--- config.mk ---
export PLATFORM = sky130hd
export DESIGN_NAME = rename_unit
export DESIGN_NICKNAME = d
export VERILOG_FILES = /design/src/rtl/rn_pkg.sv /design/src/rtl/rn_map_table.sv /design/src/rtl/rn_free_list.sv /design/src/rtl/rn_scoreboard.sv /design/src/rtl/rn_history.sv /design/src/rtl/rename_unit.sv
export SDC_FILE = /design/constraint.sdc
export NUM_CORES = 1
export LEC_CHECK = 0
export BUFFER_PORTS_ARGS = -buffer_cell sky130_fd_sc_hd__buf_2
export CAP_MARGIN = 15
export CORE_MARGIN = 5
export CORE_UTILIZATION = 56
export DETAILED_ROUTE_END_ITERATION = 12
export PLACE_DENSITY = 0.79
export SLEW_MARGIN = 20
export SYNTH_ARGS = -nofsm -noshare
export SYNTH_HDL_FRONTEND = slang
export SYNTH_HIERARCHICAL = 1
export SYNTH_SLANG_ARGS = --single-unit
export TNS_END_PERCENT = 50
--- constraint.sdc ---
create_clock -name clk -period 4.8 [get_ports clk]
set_input_delay 1.2 -clock clk [delete_from_list [all_inputs] [get_ports clk]]
set_output_delay 1.2 -clock clk [all_outputs]
set_load 0.1 [all_outputs]
--- src/rtl/rn_pkg.sv ---
package rn_pkg;
  typedef enum logic [1:0] {
    ST_IDLE   = 2'd0,
    ST_SQUASH = 2'd1,
    ST_COMMIT = 2'd2
  } rn_state_e;
endpackage

--- src/rtl/rn_map_table.sv ---
module rn_map_table #(
  parameter int NUM_ARCH = 8,
  parameter int NUM_PHYS = 16,
  localparam int AW = $clog2(NUM_ARCH),
  localparam int PW = $clog2(NUM_PHYS)
) (
  input  logic          clk,
  input  logic          rst,
  input  logic [AW-1:0] rd0_arch,
  input  logic [AW-1:0] rd1_arch,
  input  logic [AW-1:0] rd2_arch,
  output logic [PW-1:0] rd0_phys,
  output logic [PW-1:0] rd1_phys,
  output logic [PW-1:0] rd2_phys,
  input  logic          wr_en,
  input  logic [AW-1:0] wr_arch,
  input  logic [PW-1:0] wr_phys
);
  logic [PW-1:0] map_q [NUM_ARCH];

  always_ff @(posedge clk) begin
    if (rst) begin
      for (int i = 0; i < NUM_ARCH; i++) map_q[i] <= PW'(i);
    end else if (wr_en) begin
      map_q[wr_arch] <= wr_phys;
    end
  end

  assign rd0_phys = map_q[rd0_arch];
  assign rd1_phys = map_q[rd1_arch];
  assign rd2_phys = map_q[rd2_arch];
endmodule

--- src/rtl/rn_free_list.sv ---
module rn_free_list #(
  parameter int NUM_ARCH = 8,
  parameter int NUM_PHYS = 16,
  localparam int PW = $clog2(NUM_PHYS),
  localparam int FREE_N = NUM_PHYS - NUM_ARCH,
  localparam int IW = (FREE_N > 1) ? $clog2(FREE_N) : 1,
  localparam int CW = $clog2(FREE_N + 1)
) (
  input  logic          clk,
  input  logic          rst,
  input  logic          pop,
  output logic [PW-1:0] head_phys,
  input  logic          push,
  input  logic [PW-1:0] push_phys,
  output logic [CW-1:0] count
);
  logic [PW-1:0] slot_q [FREE_N];
  logic [IW-1:0] rd_q, wr_q;
  logic [CW-1:0] cnt_q;

  function automatic logic [IW-1:0] bump(input logic [IW-1:0] p);
    return (p == IW'(FREE_N - 1)) ? '0 : p + 1'b1;
  endfunction

  always_ff @(posedge clk) begin
    if (rst) begin
      for (int i = 0; i < FREE_N; i++) slot_q[i] <= PW'(NUM_ARCH + i);
    end else if (push) begin
      slot_q[wr_q] <= push_phys;
    end
  end

  always_ff @(posedge clk) begin
    if (rst) begin
      rd_q  <= '0;
      wr_q  <= '0;
      cnt_q <= CW'(FREE_N);
    end else begin
      if (pop)  rd_q <= bump(rd_q);
      if (push) wr_q <= bump(wr_q);
      case ({push, pop})
        2'b10:   cnt_q <= cnt_q + 1'b1;
        2'b01:   cnt_q <= cnt_q - 1'b1;
        default: cnt_q <= cnt_q;
      endcase
    end
  end

  assign head_phys = slot_q[rd_q];
  assign count     = cnt_q;
endmodule

--- src/rtl/rn_scoreboard.sv ---
module rn_scoreboard #(
  parameter int NUM_PHYS = 16,
  localparam int PW = $clog2(NUM_PHYS)
) (
  input  logic          clk,
  input  logic          rst,
  input  logic          set_en,
  input  logic [PW-1:0] set_phys,
  input  logic          clr_en,
  input  logic [PW-1:0] clr_phys,
  input  logic [PW-1:0] rd0_phys,
  input  logic [PW-1:0] rd1_phys,
  output logic          rd0_rdy,
  output logic          rd1_rdy
);
  logic [NUM_PHYS-1:0] rdy_q;

  always_ff @(posedge clk) begin
    if (rst) begin
      rdy_q <= '1;
    end else begin
      if (set_en) rdy_q[set_phys] <= 1'b1;
      if (clr_en) rdy_q[clr_phys] <= 1'b0;
    end
  end

  assign rd0_rdy = rdy_q[rd0_phys] | (set_en && set_phys == rd0_phys);
  assign rd1_rdy = rdy_q[rd1_phys] | (set_en && set_phys == rd1_phys);
endmodule

--- src/rtl/rn_history.sv ---
module rn_history #(
  parameter int NUM_ARCH = 8,
  parameter int NUM_PHYS = 16,
  parameter int SEQ_W = 16,
  localparam int AW = $clog2(NUM_ARCH),
  localparam int PW = $clog2(NUM_PHYS),
  localparam int DEPTH = NUM_PHYS - NUM_ARCH,
  localparam int IW = (DEPTH > 1) ? $clog2(DEPTH) : 1,
  localparam int CW = $clog2(DEPTH + 1)
) (
  input  logic             clk,
  input  logic             rst,
  input  logic             push,
  input  logic [SEQ_W-1:0] push_seq,
  input  logic [AW-1:0]    push_arch,
  input  logic [PW-1:0]    push_new,
  input  logic [PW-1:0]    push_prev,
  input  logic             pop_newest,
  input  logic             pop_oldest,
  output logic [SEQ_W-1:0] new_seq,
  output logic [AW-1:0]    new_arch,
  output logic [PW-1:0]    new_phys,
  output logic [PW-1:0]    new_prev,
  output logic [SEQ_W-1:0] old_seq,
  output logic [PW-1:0]    old_prev,
  output logic [CW-1:0]    count
);
  logic [SEQ_W-1:0] seq_mem  [DEPTH];
  logic [AW-1:0]    arch_mem [DEPTH];
  logic [PW-1:0]    nphy_mem [DEPTH];
  logic [PW-1:0]    pphy_mem [DEPTH];
  logic [IW-1:0]    oldest_q, wr_q, newest_idx;
  logic [CW-1:0]    cnt_q;

  function automatic logic [IW-1:0] inc(input logic [IW-1:0] p);
    return (p == IW'(DEPTH - 1)) ? '0 : p + 1'b1;
  endfunction

  function automatic logic [IW-1:0] dec(input logic [IW-1:0] p);
    return (p == '0) ? IW'(DEPTH - 1) : p - 1'b1;
  endfunction

  assign newest_idx = dec(wr_q);

  always_ff @(posedge clk) begin
    if (push) begin
      seq_mem[wr_q]  <= push_seq;
      arch_mem[wr_q] <= push_arch;
      nphy_mem[wr_q] <= push_new;
      pphy_mem[wr_q] <= push_prev;
    end
  end

  always_ff @(posedge clk) begin
    if (rst) begin
      oldest_q <= '0;
      wr_q     <= '0;
      cnt_q    <= '0;
    end else if (push) begin
      wr_q  <= inc(wr_q);
      cnt_q <= cnt_q + 1'b1;
    end else if (pop_newest) begin
      wr_q  <= newest_idx;
      cnt_q <= cnt_q - 1'b1;
    end else if (pop_oldest) begin
      oldest_q <= inc(oldest_q);
      cnt_q    <= cnt_q - 1'b1;
    end
  end

  assign new_seq  = seq_mem[newest_idx];
  assign new_arch = arch_mem[newest_idx];
  assign new_phys = nphy_mem[newest_idx];
  assign new_prev = pphy_mem[newest_idx];
  assign old_seq  = seq_mem[oldest_q];
  assign old_prev = pphy_mem[oldest_q];
  assign count    = cnt_q;
endmodule

--- src/rtl/rename_unit.sv ---
module rename_unit
  import rn_pkg::*;
#(
  parameter int NUM_ARCH = 8,
  parameter int NUM_PHYS = 16,
  parameter int SEQ_W = 16,
  localparam int AW = $clog2(NUM_ARCH),
  localparam int PW = $clog2(NUM_PHYS),
  localparam int FREE_N = NUM_PHYS - NUM_ARCH,
  localparam int CW = $clog2(FREE_N + 1)
) (
  input  logic             clk,
  input  logic             rst,
  input  logic             req_valid,
  input  logic [SEQ_W-1:0] req_seq,
  input  logic [AW-1:0]    req_src0,
  input  logic [AW-1:0]    req_src1,
  input  logic             req_dst_valid,
  input  logic [AW-1:0]    req_dst,
  input  logic [SEQ_W-1:0] commit_seq,
  input  logic             squash_valid,
  input  logic [SEQ_W-1:0] squash_seq,
  input  logic             wb_valid,
  input  logic [PW-1:0]    wb_phys,
  output logic             busy,
  output logic             rsp_ok,
  output logic             rsp_stall,
  output logic [PW-1:0]    rsp_src0_phys,
  output logic             rsp_src0_rdy,
  output logic [PW-1:0]    rsp_src1_phys,
  output logic             rsp_src1_rdy,
  output logic [PW-1:0]    rsp_dst_phys,
  output logic [PW-1:0]    rsp_old_phys
);
  rn_state_e        state;
  logic [SEQ_W-1:0] walk_seq;
  logic [CW-1:0]    free_cnt, hist_cnt;
  logic [PW-1:0]    free_head;
  logic [PW-1:0]    s0_phys, s1_phys, d_prev;
  logic             s0_rdy, s1_rdy;
  logic [SEQ_W-1:0] h_new_seq, h_old_seq;
  logic [AW-1:0]    h_new_arch;
  logic [PW-1:0]    h_new_phys, h_new_prev, h_old_prev;
  logic             take, short, accept, alloc, sq_pop, cm_pop;
  logic             map_we, fl_push;
  logic [AW-1:0]    map_wa;
  logic [PW-1:0]    map_wd, fl_pd;

  assign take   = req_valid && (state == ST_IDLE) && !squash_valid;
  assign short  = req_dst_valid && (free_cnt == '0);
  assign accept = take && !short;
  assign alloc  = accept && req_dst_valid;
  assign sq_pop = (state == ST_SQUASH) && !squash_valid && (hist_cnt != '0)
                  && (h_new_seq > walk_seq);
  assign cm_pop = (state == ST_COMMIT) && !squash_valid && (hist_cnt != '0)
                  && (h_old_seq <= walk_seq);

  always_comb begin
    map_we = alloc || sq_pop;
    map_wa = alloc ? req_dst   : h_new_arch;
    map_wd = alloc ? free_head : h_new_prev;
    fl_push = sq_pop || cm_pop;
    fl_pd   = sq_pop ? h_new_phys : h_old_prev;
  end

  rn_map_table #(.NUM_ARCH(NUM_ARCH), .NUM_PHYS(NUM_PHYS)) u_map (
    .clk(clk), .rst(rst),
    .rd0_arch(req_src0), .rd1_arch(req_src1), .rd2_arch(req_dst),
    .rd0_phys(s0_phys), .rd1_phys(s1_phys), .rd2_phys(d_prev),
    .wr_en(map_we), .wr_arch(map_wa), .wr_phys(map_wd)
  );

  rn_free_list #(.NUM_ARCH(NUM_ARCH), .NUM_PHYS(NUM_PHYS)) u_free (
    .clk(clk), .rst(rst),
    .pop(alloc), .head_phys(free_head),
    .push(fl_push), .push_phys(fl_pd),
    .count(free_cnt)
  );

  rn_scoreboard #(.NUM_PHYS(NUM_PHYS)) u_sb (
    .clk(clk), .rst(rst),
    .set_en(wb_valid), .set_phys(wb_phys),
    .clr_en(alloc), .clr_phys(free_head),
    .rd0_phys(s0_phys), .rd1_phys(s1_phys),
    .rd0_rdy(s0_rdy), .rd1_rdy(s1_rdy)
  );

  rn_history #(.NUM_ARCH(NUM_ARCH), .NUM_PHYS(NUM_PHYS), .SEQ_W(SEQ_W)) u_hist (
    .clk(clk), .rst(rst),
    .push(alloc), .push_seq(req_seq), .push_arch(req_dst),
    .push_new(free_head), .push_prev(d_prev),
    .pop_newest(sq_pop), .pop_oldest(cm_pop),
    .new_seq(h_new_seq), .new_arch(h_new_arch),
    .new_phys(h_new_phys), .new_prev(h_new_prev),
    .old_seq(h_old_seq), .old_prev(h_old_prev),
    .count(hist_cnt)
  );

  always_ff @(posedge clk) begin
    if (rst) begin
      state    <= ST_IDLE;
      walk_seq <= '0;
    end else if (squash_valid) begin
      state    <= ST_SQUASH;
      walk_seq <= squash_seq;
    end else begin
      case (state)
        ST_IDLE: if (commit_seq != '0) begin
          state    <= ST_COMMIT;
          walk_seq <= commit_seq;
        end
        ST_SQUASH: if (!sq_pop) state <= ST_IDLE;
        ST_COMMIT: if (!cm_pop) state <= ST_IDLE;
        default:   state <= ST_IDLE;
      endcase
    end
  end

  always_ff @(posedge clk) begin
    if (rst) begin
      rsp_ok        <= 1'b0;
      rsp_stall     <= 1'b0;
      rsp_src0_phys <= '0;
      rsp_src0_rdy  <= 1'b0;
      rsp_src1_phys <= '0;
      rsp_src1_rdy  <= 1'b0;
      rsp_dst_phys  <= '0;
      rsp_old_phys  <= '0;
    end else begin
      rsp_ok        <= accept;
      rsp_stall     <= take && short;
      rsp_src0_phys <= s0_phys;
      rsp_src0_rdy  <= s0_rdy;
      rsp_src1_phys <= s1_phys;
      rsp_src1_rdy  <= s1_rdy;
      rsp_dst_phys  <= alloc ? free_head : '0;
      rsp_old_phys  <= alloc ? d_prev : '0;
    end
  end

  assign busy = (state != ST_IDLE);
endmodule

---- After elaboration in Yosys (flattened, before gate mapping) ----
Memory sizes are Yosys's and may differ from the RTL's. A register that Yosys moved wholly into a read port is not among the register bits.
Index checks and enable logic that the tools add are counted.
storage, ports and cells
  flip-flop bits (word level) ............. 74
  memory bits (writable) .................. 280
  input port bits ......................... 67
  output and inout bits ................... 21
  memories kept ........................... 6
operators by class
  add/subtract/negate cells ............... 9
  magnitude comparators ................... 8
  equal/unequal tests ..................... 16
  mux-type cells .......................... 55
  bitwise operators ....................... 7
  reductions and logical operators ........ 39
memories
  memory           words  bits a word  rd ports  clocked after memory_dff  wr ports  line                source
  u_hist.seq_mem   8      16           2         1                         1         rn_history.sv:28    logic [SEQ_W-1:0] seq_mem [DEPTH];
  u_free.slot_q    8      4            1         1                         8         rn_free_list.sv:17  logic [PW-1:0] slot_q [FREE_N];
  u_hist.nphy_mem  8      4            1         0                         1         rn_history.sv:30    logic [PW-1:0] nphy_mem [DEPTH];
  u_hist.pphy_mem  8      4            2         1                         1         rn_history.sv:31    logic [PW-1:0] pphy_mem [DEPTH];
  u_map.map_q      8      4            3         0                         8         rn_map_table.sv:19  logic [PW-1:0] map_q [NUM_ARCH];
  u_hist.arch_mem  8      3            1         0                         1         rn_history.sv:29    logic [AW-1:0] arch_mem [DEPTH];
operator list
  operator                                                           number
  2-to-1 mux 16 bit                                                  6
  2-to-1 mux 3 bit                                                   16
  2-to-1 mux 4 bit                                                   7
  < comparator 4 x 5 -> 1 bit, second input constant                 4
  2-to-1 mux 1 bit                                                   17
  AND 16 bit                                                         1
  greater-than comparator 16 bit                                     1
  less-or-equal comparator 16 bit                                    1
  logical AND 1 bit                                                  16
  inverter 16 bit                                                    1
  bitwise OR 16 bit                                                  1
  nonzero test 16 bit                                                1
  adder 3 x 1 -> 3 bit, second input constant                        4
  equality test 3 bit, second input constant                         4
  nonzero test 2 bit                                                 5
  AND reduction 3 bit                                                3
  adder 4 x 1 -> 4 bit, second input constant                        2
  binary-select mux 1 bit (select 4 bit)                             2
  demux 1 bit (select 4 bit)                                         2
  equality test 4 bit                                                2
  greater-or-equal comparator 4 x 1 -> 1 bit, second input constant  2
  case mux 4 bit (2 select lines)                                    1
  OR reduction 4 bit                                                 2
  subtractor 4 x 1 -> 4 bit, second input constant                   2
  other kinds (20)                                                   31

---- Longest topological paths before layout ----
Gate-level depths: netlist of run 1.
  word-level depth ........................ 11
  depth in mapped cells ................... 22
  gate-level depth less buffers ........... 21

---- Cells and area by module ----
Netlist of run 1, hierarchy kept.
by module, submodules not included
  module         instances  cells each  area each (sq um)  sequential area each (sq um)
  rn_history     1          463         10060.9            6746.5
  rename_unit    1          263         2341.0             760.7
  rn_free_list   1          160         2099.5             1221.2
  rn_map_table   1          131         2083.2             960.9
  rn_scoreboard  1          112         1081.0             320.3

---- Worst setup path after synthesis of run 1 ----
Ideal clock, no wire load.
  path kind ............................... reg-to-reg
  start ................................... reg u_hist.wr_q[0]
  end ..................................... reg u_free.cnt_q[2] (netlist: u_free/count[2])
  arrival ................................. 4932 ps
  required time ........................... 4730 ps
  path slack .............................. -203 ps
  stages on the path, launching flop included .. 22
  path through ............................ dfxtp_1 inv_2 ha_1 ha_1 clkbuf_1 clkbuf_1 mux4_2 mux2_2 ha_1 nand4_1 or4_1 nand2_1 a31oi_4 nand3b_1 inv_1 ha_1 xor2_1 ha_1 a21oi_1 xor2_1 or3_1 a21oi_1
between the ends
  cells in the longest elaborated chain, start to end .. 8
  elaborated cells between the ends (all ways) .. 11
  classes of those cells .................. add/sub (1); order compare (1); eq/ne (2); mux (2); reduce/logical (4); memory (1)
ends and longest elaborated chain
  what                                                                   line                source
  start, declared                                                        rn_history.sv:32    logic [IW-1:0] oldest_q, wr_q, newest_idx;
  start signal, assigned                                                 rn_history.sv:60    wr_q <= inc(wr_q);
  start signal, assigned                                                 rn_history.sv:63    wr_q <= newest_idx;
  subtractor 3 x 1 -> 3 bit or logical NOT 3 bit (tied branches)         rn_history.sv:40    return (p == '0) ? IW'(DEPTH - 1) : p - 1'b1;
  2-to-1 mux 3 bit *                                                     rn_history.sv:40
  memory read (8 x 16 bit) *                                             --
  named net h_new_seq[11]                                                rename_unit.sv:41   logic [SEQ_W-1:0] h_new_seq, h_old_seq;
  greater-than comparator 16 bit *                                       rename_unit.sv:54   && (h_new_seq > walk_seq);
  logical AND 1 bit *                                                    rename_unit.sv:54
  named net sq_pop                                                       rename_unit.sv:44   logic take, short, accept, alloc, sq_pop, cm_pop;
  logical OR 1 bit *                                                     rename_unit.sv:62   fl_push = sq_pop || cm_pop;
  named net fl_push                                                      rename_unit.sv:45   logic map_we, fl_push;
  equality test 2 x 1 -> 1 bit or equality test 2 bit (tied branches)    rn_free_list.sv:41  case ({push, pop})
  case mux 4 bit (2 select lines) or nonzero test 2 bit (tied branches)  --
  end signal, assigned                                                   rn_free_list.sv:42  2'b10: cnt_q <= cnt_q + 1'b1;
  end signal, assigned                                                   rn_free_list.sv:43  2'b01: cnt_q <= cnt_q - 1'b1;
  end signal, assigned                                                   rn_free_list.sv:44  default: cnt_q <= cnt_q;
  end, declared                                                          rn_free_list.sv:19  logic [CW-1:0] cnt_q;
The timed path passes the listed nets; every way through them passes the cells marked *.
A chain may end at the register's enable or synchronous reset.

---- Final worst setup path of run 1 ----
Ends and elaborated chain as after synthesis.

==> metrics, run 1 <==
status finished, final reports clean; clk slew on worst S/H paths 0.06 ns; most frequent cell after synthesis edfxtp_1; vias in the first global route 10958; Synth Register Bits 360; chip width 188 um; IO Port Bufs between 80 and 90; Clk Latency, worst-skew pair 0.52 ns; Initial DRC Count between 1000 and 1500; CP max stage delay 0.53 ns; CTS tree yes; mux contribution to synthesized area 23.3%; placer congestion estimate between 0.8 and 0.9; fin crit period ~4.8 ns; ys flop type edfxtp_1; initial antenna violation count 2; leading area contributor after synthesis edfxtp_1; largest family of logic cells by synthesized area multiplexers; placed cell count 1610; peak fanout along the critical path 8; Final Slew Violations 0; total power density per cell area roughly 350 nW/um^2; crit share post-route 100%; sequential area share after synthesis 56.7%; total inserted antenna cells 0; Crit path required time 5.25 ns; Slowest-stage cell, CP or4_4; total CTS buffers 39; first-pass iteration count of the detailed router 5; total track usage 22.9%; CP cell instances inv_4, ha_4, ha_4, nor2_4, buf_6, clkbuf_16, mux4_2, mux2_4, ha_4, nand4_1, or4_4, nand2_2, a31oi_4, nand3b_1, inv_2, ha_4, xor2_1, ha_2, a21oi_2, xor2_1, or3_1, a21oi_1; Synth Area in Simple Gates 8.64%; H-tree Lvls 2; cell area after synthesis 17700 sq um; crit-path most repeated cell ha_4; final wirelength 40.9 mm; Final ANT Viol Nets 0; actual slew at the worst max-slew pin 0.884 ns; post-DP HPWL 27.4 mm; post-layout instance area 20300 sq um; Post-synth ARST share 0%; XOR/XNOR Fraction of Synth Area 0.645%; post-place instance area 18800 sq um; Syn Nets 1244; slew margin rel. 41.0%; CP Launch Type flop; Peak supply drop 247 uV; Die Y 188 um; Post-CTS Hold Fix Bufs 0; share of cells above drive strength 1 a little over a third; Crit Path Class reg -> reg; die area 35200 sq um; post-synthesis compound-gate area fraction 4.88%; Cells after Synth 1129; Synth cell types 68; grt ovf 0; CTS max path bufs 3; syn_area_per_cell 15.6 sq um; critical path endpoint category flop; Residual DRC 0; area delta synth->final 15.1%; CTS Sinks 360; core box area approximately 31000 sq um; RSZ-0062 raised after global routing true; setup violators final 0; I/O pin cnt between 80 and 90; adder-cell share of the synthesized area 3.44%; pin count of the biggest net entering global routing slightly above 40; Initial Utilization 56.4%; Synth Warn # 6; first-pass GRT wire length about 63 mm; Worst Hold Class reg -> reg; EDFF count, synth 280; Hold Vio Cnt, Final 0; P_leak 0.00691 uW; Rows 65; Final TNS setup 0 ns; clk root buf clkbuf_16; Yosys top cell area share between 40% and 50%; Max Fclk approximately 210 MHz; Final Power 7110 uW; post-route clock skew 0.0255 ns; most instantiated cells after synthesis edfxtp_1 (280), mux4_2 (96), nor2_1 (81); crit path DAT 5.25 ns; via count 10798; Area contributors post-synth edfxtp_1 (48%), mux4_2 (12%), dfxtp_1 (9.1%), mux4_1 (5.7%), mux2_2 (4.7%); Max Cap Violations 0; Non-Filler Instances around 1700; DR vias/cell 6.38; Final nets roughly 1400; mean routed wirelength per cell 24.2 um
-- per-layer routing --
metal  wire (um)  GRT usage (%)  part of all wire, %
met1       16500           31.1                   40
met2       19900           37.5                   49
met3        3500           5.53                  8.6
met4        1020           6.41                  2.5
met5          14              0                0.034
-- kinds of logic after synthesis --
logic type / after synthesis
AO/OA/AOI/OAI: 123
XOR/XNOR: 13
adder cells (fa/ha/maj): 48
buffers and inverters: 86
flip-flops: 360
multiplexers: 220
AND/OR/NAND/NOR: 279
-- worst max-delay path: cells and delay by family (launching register included) --
kind,cells,cell delay [ns]
and+or+nand+nor,6,1.60
adders and majority gates,5,0.96
muxes,2,0.77
buffers and inverters,4,0.48
DFF,1,0.36
xor gates and xnor gates,2,0.34
AOI/OAI and AO/OA,3,0.23
-- where the power goes --
group          total (uW)  switching (uW)  internal (uW)
clock                2910            1180           1730
combinational         760             450            309
sequential           3440            29.3           3410
total                7110            1660           5450
-- sequential cells by signal, summed over array words and instances, names as in the netlist, 2 cells and up, named ones only --
name,cells
u_hist/pphy_mem,32
u_hist/oldest_q,3
rsp_src1_phys,4
u_hist/count,4
u_hist/seq_mem,128
u_hist/nphy_mem,32
u_hist/wr_q,3
u_map/map_q,32
u_free/rd_q,3
rsp_dst_phys,4
u_free/count,4
u_hist/arch_mem,24
state,2
walk_seq,16
u_free/wr_q,3
u_free/slot_q,32
rsp_src0_phys,4
rsp_old_phys,4
u_sb/rdy_q,16
-- cell type report --
cell class,count,area [sq um]
Clock inverter,21,189
Clock buffer,48,1060
Multi-Input combinational cell,683,7410
Fill cell,2072,11000
Inverter,28,108
Tap cell,402,503
Timing Repair Buffer,150,1050
Sequential cell,360,10000
-- path summary, 6_finish.rpt --
path                                                       from                            to  slack (ns)  depth (start not counted)
worst max-delay path                u_hist/wr_q[0]$_SDFFE_PP0P_  u_free/count[2]$_SDFFE_PP0P_       0.002                         22
worst min-delay path            u_hist/oldest_q[2]$_SDFFE_PP0P_                          flop        0.49                          2
worst max register to register      u_hist/wr_q[0]$_SDFFE_PP0P_  u_free/count[2]$_SDFFE_PP0P_       0.002                         22
worst min register to register  u_hist/oldest_q[2]$_SDFFE_PP0P_                          flop        0.49                          2
-- cells in the final DEF (no fill, tap or decap), types with 18 or more instances in the layout --
cell / n
mux2_2: 70
inv_1: 24
nand2_1: 23
and2_1: 22
mux4_1: 31
a211oi_1: 18
nor2b_1: 19
ha_1: 37
a21oi_1: 47
nor2_1: 75
or3_1: 32
o21bai_1: 19
dfxtp_1: 76
buf_2: 87
edfxtp_1: 280
clkbuf_16: 41
buf_4: 51
nor3_1: 23
mux4_2: 103
-- per-stage QoR --
step / utilization (%) / hold slack (ns) / setup slack (ns)
after global routing: 65.0 / 0.539 / -0.176
after CTS: 64.2 / 0.495 / 0.0106
final: 65.0 / 0.492 / 0.00177
after detailed placement: 60.0 / 0.487 / -0.0574
after global placement: 60.0 / 0.475 / 0.122
after floorplan: - / 0.454 / 0.0209
-- timing repair --
action | 4_1_cts | 5_1_grt
resized for setup | 2 | 36
pin swaps | 2 | 15
endpoints found under the setup margin | 2 | 95
buffers inserted | 2 | 9
gates cloned | 1 | 2
Note: power is estimated with default switching activity, not from simulation.
==> inputs of run 2 (changes only) <==
--- a/config.mk
+++ b/config.mk
@@ -5,12 +5,13 @@
 export SDC_FILE = /design/constraint.sdc
 export NUM_CORES = 1
 export LEC_CHECK = 0
+export ABC_AREA = 1
 export BUFFER_PORTS_ARGS = -buffer_cell sky130_fd_sc_hd__buf_2
 export CAP_MARGIN = 15
 export CORE_MARGIN = 5
 export CORE_UTILIZATION = 56
 export DETAILED_ROUTE_END_ITERATION = 12
-export PLACE_DENSITY = 0.79
+export PLACE_DENSITY = 0.78
 export SLEW_MARGIN = 20
 export SYNTH_ARGS = -nofsm -noshare
 export SYNTH_HDL_FRONTEND = slang
==> metrics, run 2 <==
Clock power frac 37.9% (-3.1 points); placer congestion estimate 0.900 (+0.51%); busiest grt layer met2; IO Port Bufs 87 (unchanged); commonest non-fill, non-tap cell in the layout nand2_1; Residual DRC 0 (unchanged); Worst Hold Class reg -> reg; syn_area_per_cell 7.90 sq um (-49%); total track usage 25.2% (+2.3 points); clk slew on worst S/H paths 0.06 ns (about the same); Initial Utilization 56.8% (+0.38 points); Reg power frac 47.6% (-0.7 points); Logic pwr share 14.4% (+3.7 points); total inserted antenna cells 0 (unchanged); ys flop type edfxtp_1; Synth Warn # 6 (unchanged); RSZ-0062 raised after global routing false; peak fanout along the critical path 33 (+25); Area contributors post-synth edfxtp_1 (43%), nand2_1 (17%), dfxtp_1 (8.1%), inv_1 (7.3%), nand3_1 (5.4%); met2 usage 41.2% (+3.7 points); Initial DRC Count 1627 (+58%); Post-CTS Hold Fix Bufs 0 (unchanged); multi-input logic area 7580 sq um (+2.4%); Rows 68 (+4.6%); Seq. cell area 10000 sq um (about the same); CTS Sinks 360 (unchanged); vias in the first global route 15720 (+43%); most frequent cells in the layout nand2_1 (894), inv_1 (382), edfxtp_1 (280); area delta synth->final 10.0%; leading area contributor after synthesis edfxtp_1; Synth Register Bits 360 (unchanged); most instantiated cells after synthesis nand2_1 (894), inv_1 (382), edfxtp_1 (280); Final Slew Violations 0 (unchanged); setup violators final 0 (unchanged); status finished, final reports clean; cell area after synthesis 19700 sq um (+11%); fin crit period 4.43 ns (-0.370 ns); share of cells above drive strength 1 9.04% (-27 points); Cells after Synth 2489 (+120%); crit-path most repeated cell nand2_1; Yosys top cell area share 42.7% (-4.9 points); Crit Path Class reg -> reg; Hold Vio Cnt, Final 0 (unchanged); post-DP HPWL 33.2 mm (+21%); final wirelength 50.0 mm (+22%); CP Launch Type flop; total power density per cell area 335 nW/um^2 (-4.1%); Layout fillers 2886 (+39%); met1 usage 35.3% (+4.2 points); critical path endpoint category flop; Psw 1970 uW (+19%); EDFF count, synth 280 (unchanged); pin count of the biggest net entering global routing 81 (+98%); Crit path required time 5.23 ns (-0.02 ns); Cell Int Power 5280 uW (-3.1%); Syn Nets 2604 (+110%); Final ANT Viol Nets 0 (unchanged); Final nets 2665 (+94%); Post-synth ARST share 0% (unchanged); crit share post-route 92.3% (-7.7 points); post-route clock skew 0.0144 ns (-0.0111 ns); first-pass GRT wire length 79.6 mm (+26%); actual slew at the worst max-slew pin 1.04 ns (+0.153 ns); switching share of power 27.2% (+3.8 points); I/O pin cnt 88 (unchanged); Synth cell types 42 (-38%); crit path DAT 4.86 ns (-0.39 ns); DR vias/cell 5.43 (-15%); Die Y 197 um (+5.2%); grt ovf 0 (unchanged); P_leak 0.0101 uW (+46%); met3 GRT Util 3.14% (-2.4 points); Max Fclk 226 MHz (+8.4%); clk root buf clkbuf_16; sequential area share after synthesis 50.9% (-5.8 points); final core occ 62.5% (-2.4 points); initial antenna violation count 0 (-2); total CTS buffers 39 (unchanged); largest register by flop count u_hist/seq_mem; slew margin rel. 30.8% (-10 points); Final TNS setup 0 ns (unchanged); first-pass iteration count of the detailed router 6 (+1); core box area 34600 sq um (+11%); most frequent cell after synthesis nand2_1; chip width 197 um (+5.2%); Clk Latency, worst-skew pair 0.53 ns (about the same); Slowest-stage cell, CP nand2_4; Max Cap Violations 0 (unchanged); via count 16467 (+53%); CP max stage delay 0.35 ns (-0.18 ns); H-tree Lvls 2 (unchanged); mean routed wirelength per cell 16.5 um (-32%); CTS tree yes; CTS max path bufs 3 (unchanged); max reg flops 128 (unchanged); Peak supply drop 288 uV (+17%); die area 39000 sq um (+11%)
[run 2: cell types whose count changed in the layout (fill, tap and decap cells not counted), moves of 32 or more]
cell | before | now
nand2_1 | 23 | 894
inv_1 | 24 | 382
nand3_1 | 7 | 213
o21ai_0 | 5 | 117
mux4_2 | 103 | 0
nor2_1 | 75 | 147
mux2_2 | 70 | 0
o211ai_1 | 1 | 41
or3_1 | 32 | 0
[run 2: worst max-delay path: cells and delay by family, from the launching register on]
kind / cells / cell delay [ns]
and+or+nand+nor: 15 / 1.71
DFF: 1 / 0.34
adders and majority gates: 5 / 1.04
AOI/OAI and AO/OA: 4 / 0.70
buffers and inverters: 5 / 0.54
[run 2: stage by stage]
stage                     setup slack [ns]  total power (uW)  area (sq um)  std cells  hold slack, ns
after global routing                0.0352              7550         21600       3032           0.529
after detailed placement             0.307              4540         20500       2963           0.484
after floorplan                       1.04              4240         19700       2489           0.463
after global placement               0.514              4510         20500       2963           0.485
final                                0.372              7260         21600       3032           0.506
after CTS                            0.257              7280         21600       3031           0.510
[run 2: per-layer routing]
metal  vias to the layer above  wire [um]
met5                         -          0
li1                       8022          -
met3                       137       4290
met1                      7554      21100
met4                         0       1410
met2                       754      23200
[run 2: final cells by class]
type / instances / area share, %
clock buffer: 54 / 4.82
timing repair buffer: 119 / 3.60
sequential: 360 / 46.3
clock inverter: 14 / 0.462
tap: 455 / 2.63
multi-input combinational: 1621 / 35.0
inverter: 409 / 7.18
[run 2: logic make-up (layout without fill, tap and decap cells)]
kind of cell / after synthesis / count (layout) / synth area share, %
simple gates: 1303 / 1304 / 27.4
buf+inv: 509 / 596 / 11.0
flops: 360 / 360 / 50.9
compound gates: 262 / 262 / 7.34
fa+ha+maj: 48 / 48 / 3.09
xor+xnor: 7 / 7 / 0.312
[run 2: final timing paths]
path	startpoint	cells after the start	slack, ns	endpoint
worst max register to register	u_hist/wr_q[1]$_SDFFE_PP0P_	29	0.37	u_free/count[2]$_SDFFE_PP0P_
worst min-delay path	walk_seq[8]$_SDFFE_PP0P_	2	0.51	walk_seq[8]$_SDFFE_PP0P_
worst min register to register	walk_seq[8]$_SDFFE_PP0P_	2	0.51	walk_seq[8]$_SDFFE_PP0P_
worst max-delay path	u_hist/wr_q[1]$_SDFFE_PP0P_	29	0.37	u_free/count[2]$_SDFFE_PP0P_
[run 2: timing repair]
item | 4_1_cts | 5_1_grt
endpoints found under the setup margin | 0 | 3
buffers inserted | 0 | 0
resized for setup | 0 | 2
[run 2: power groups by stage]
| stage | clock network (uW) | logic, uW | registers [uW] |
|---|---|---|---|
| final | 2750 | 1050 | 3460 |
| after CTS | 2800 | 1030 | 3460 |
| after global placement | 0 | 997 | 3520 |
| after detailed placement | 0 | 1020 | 3520 |
| after floorplan | 0 | 671 | 3570 |
| after global routing | 2920 | 1160 | 3460 |
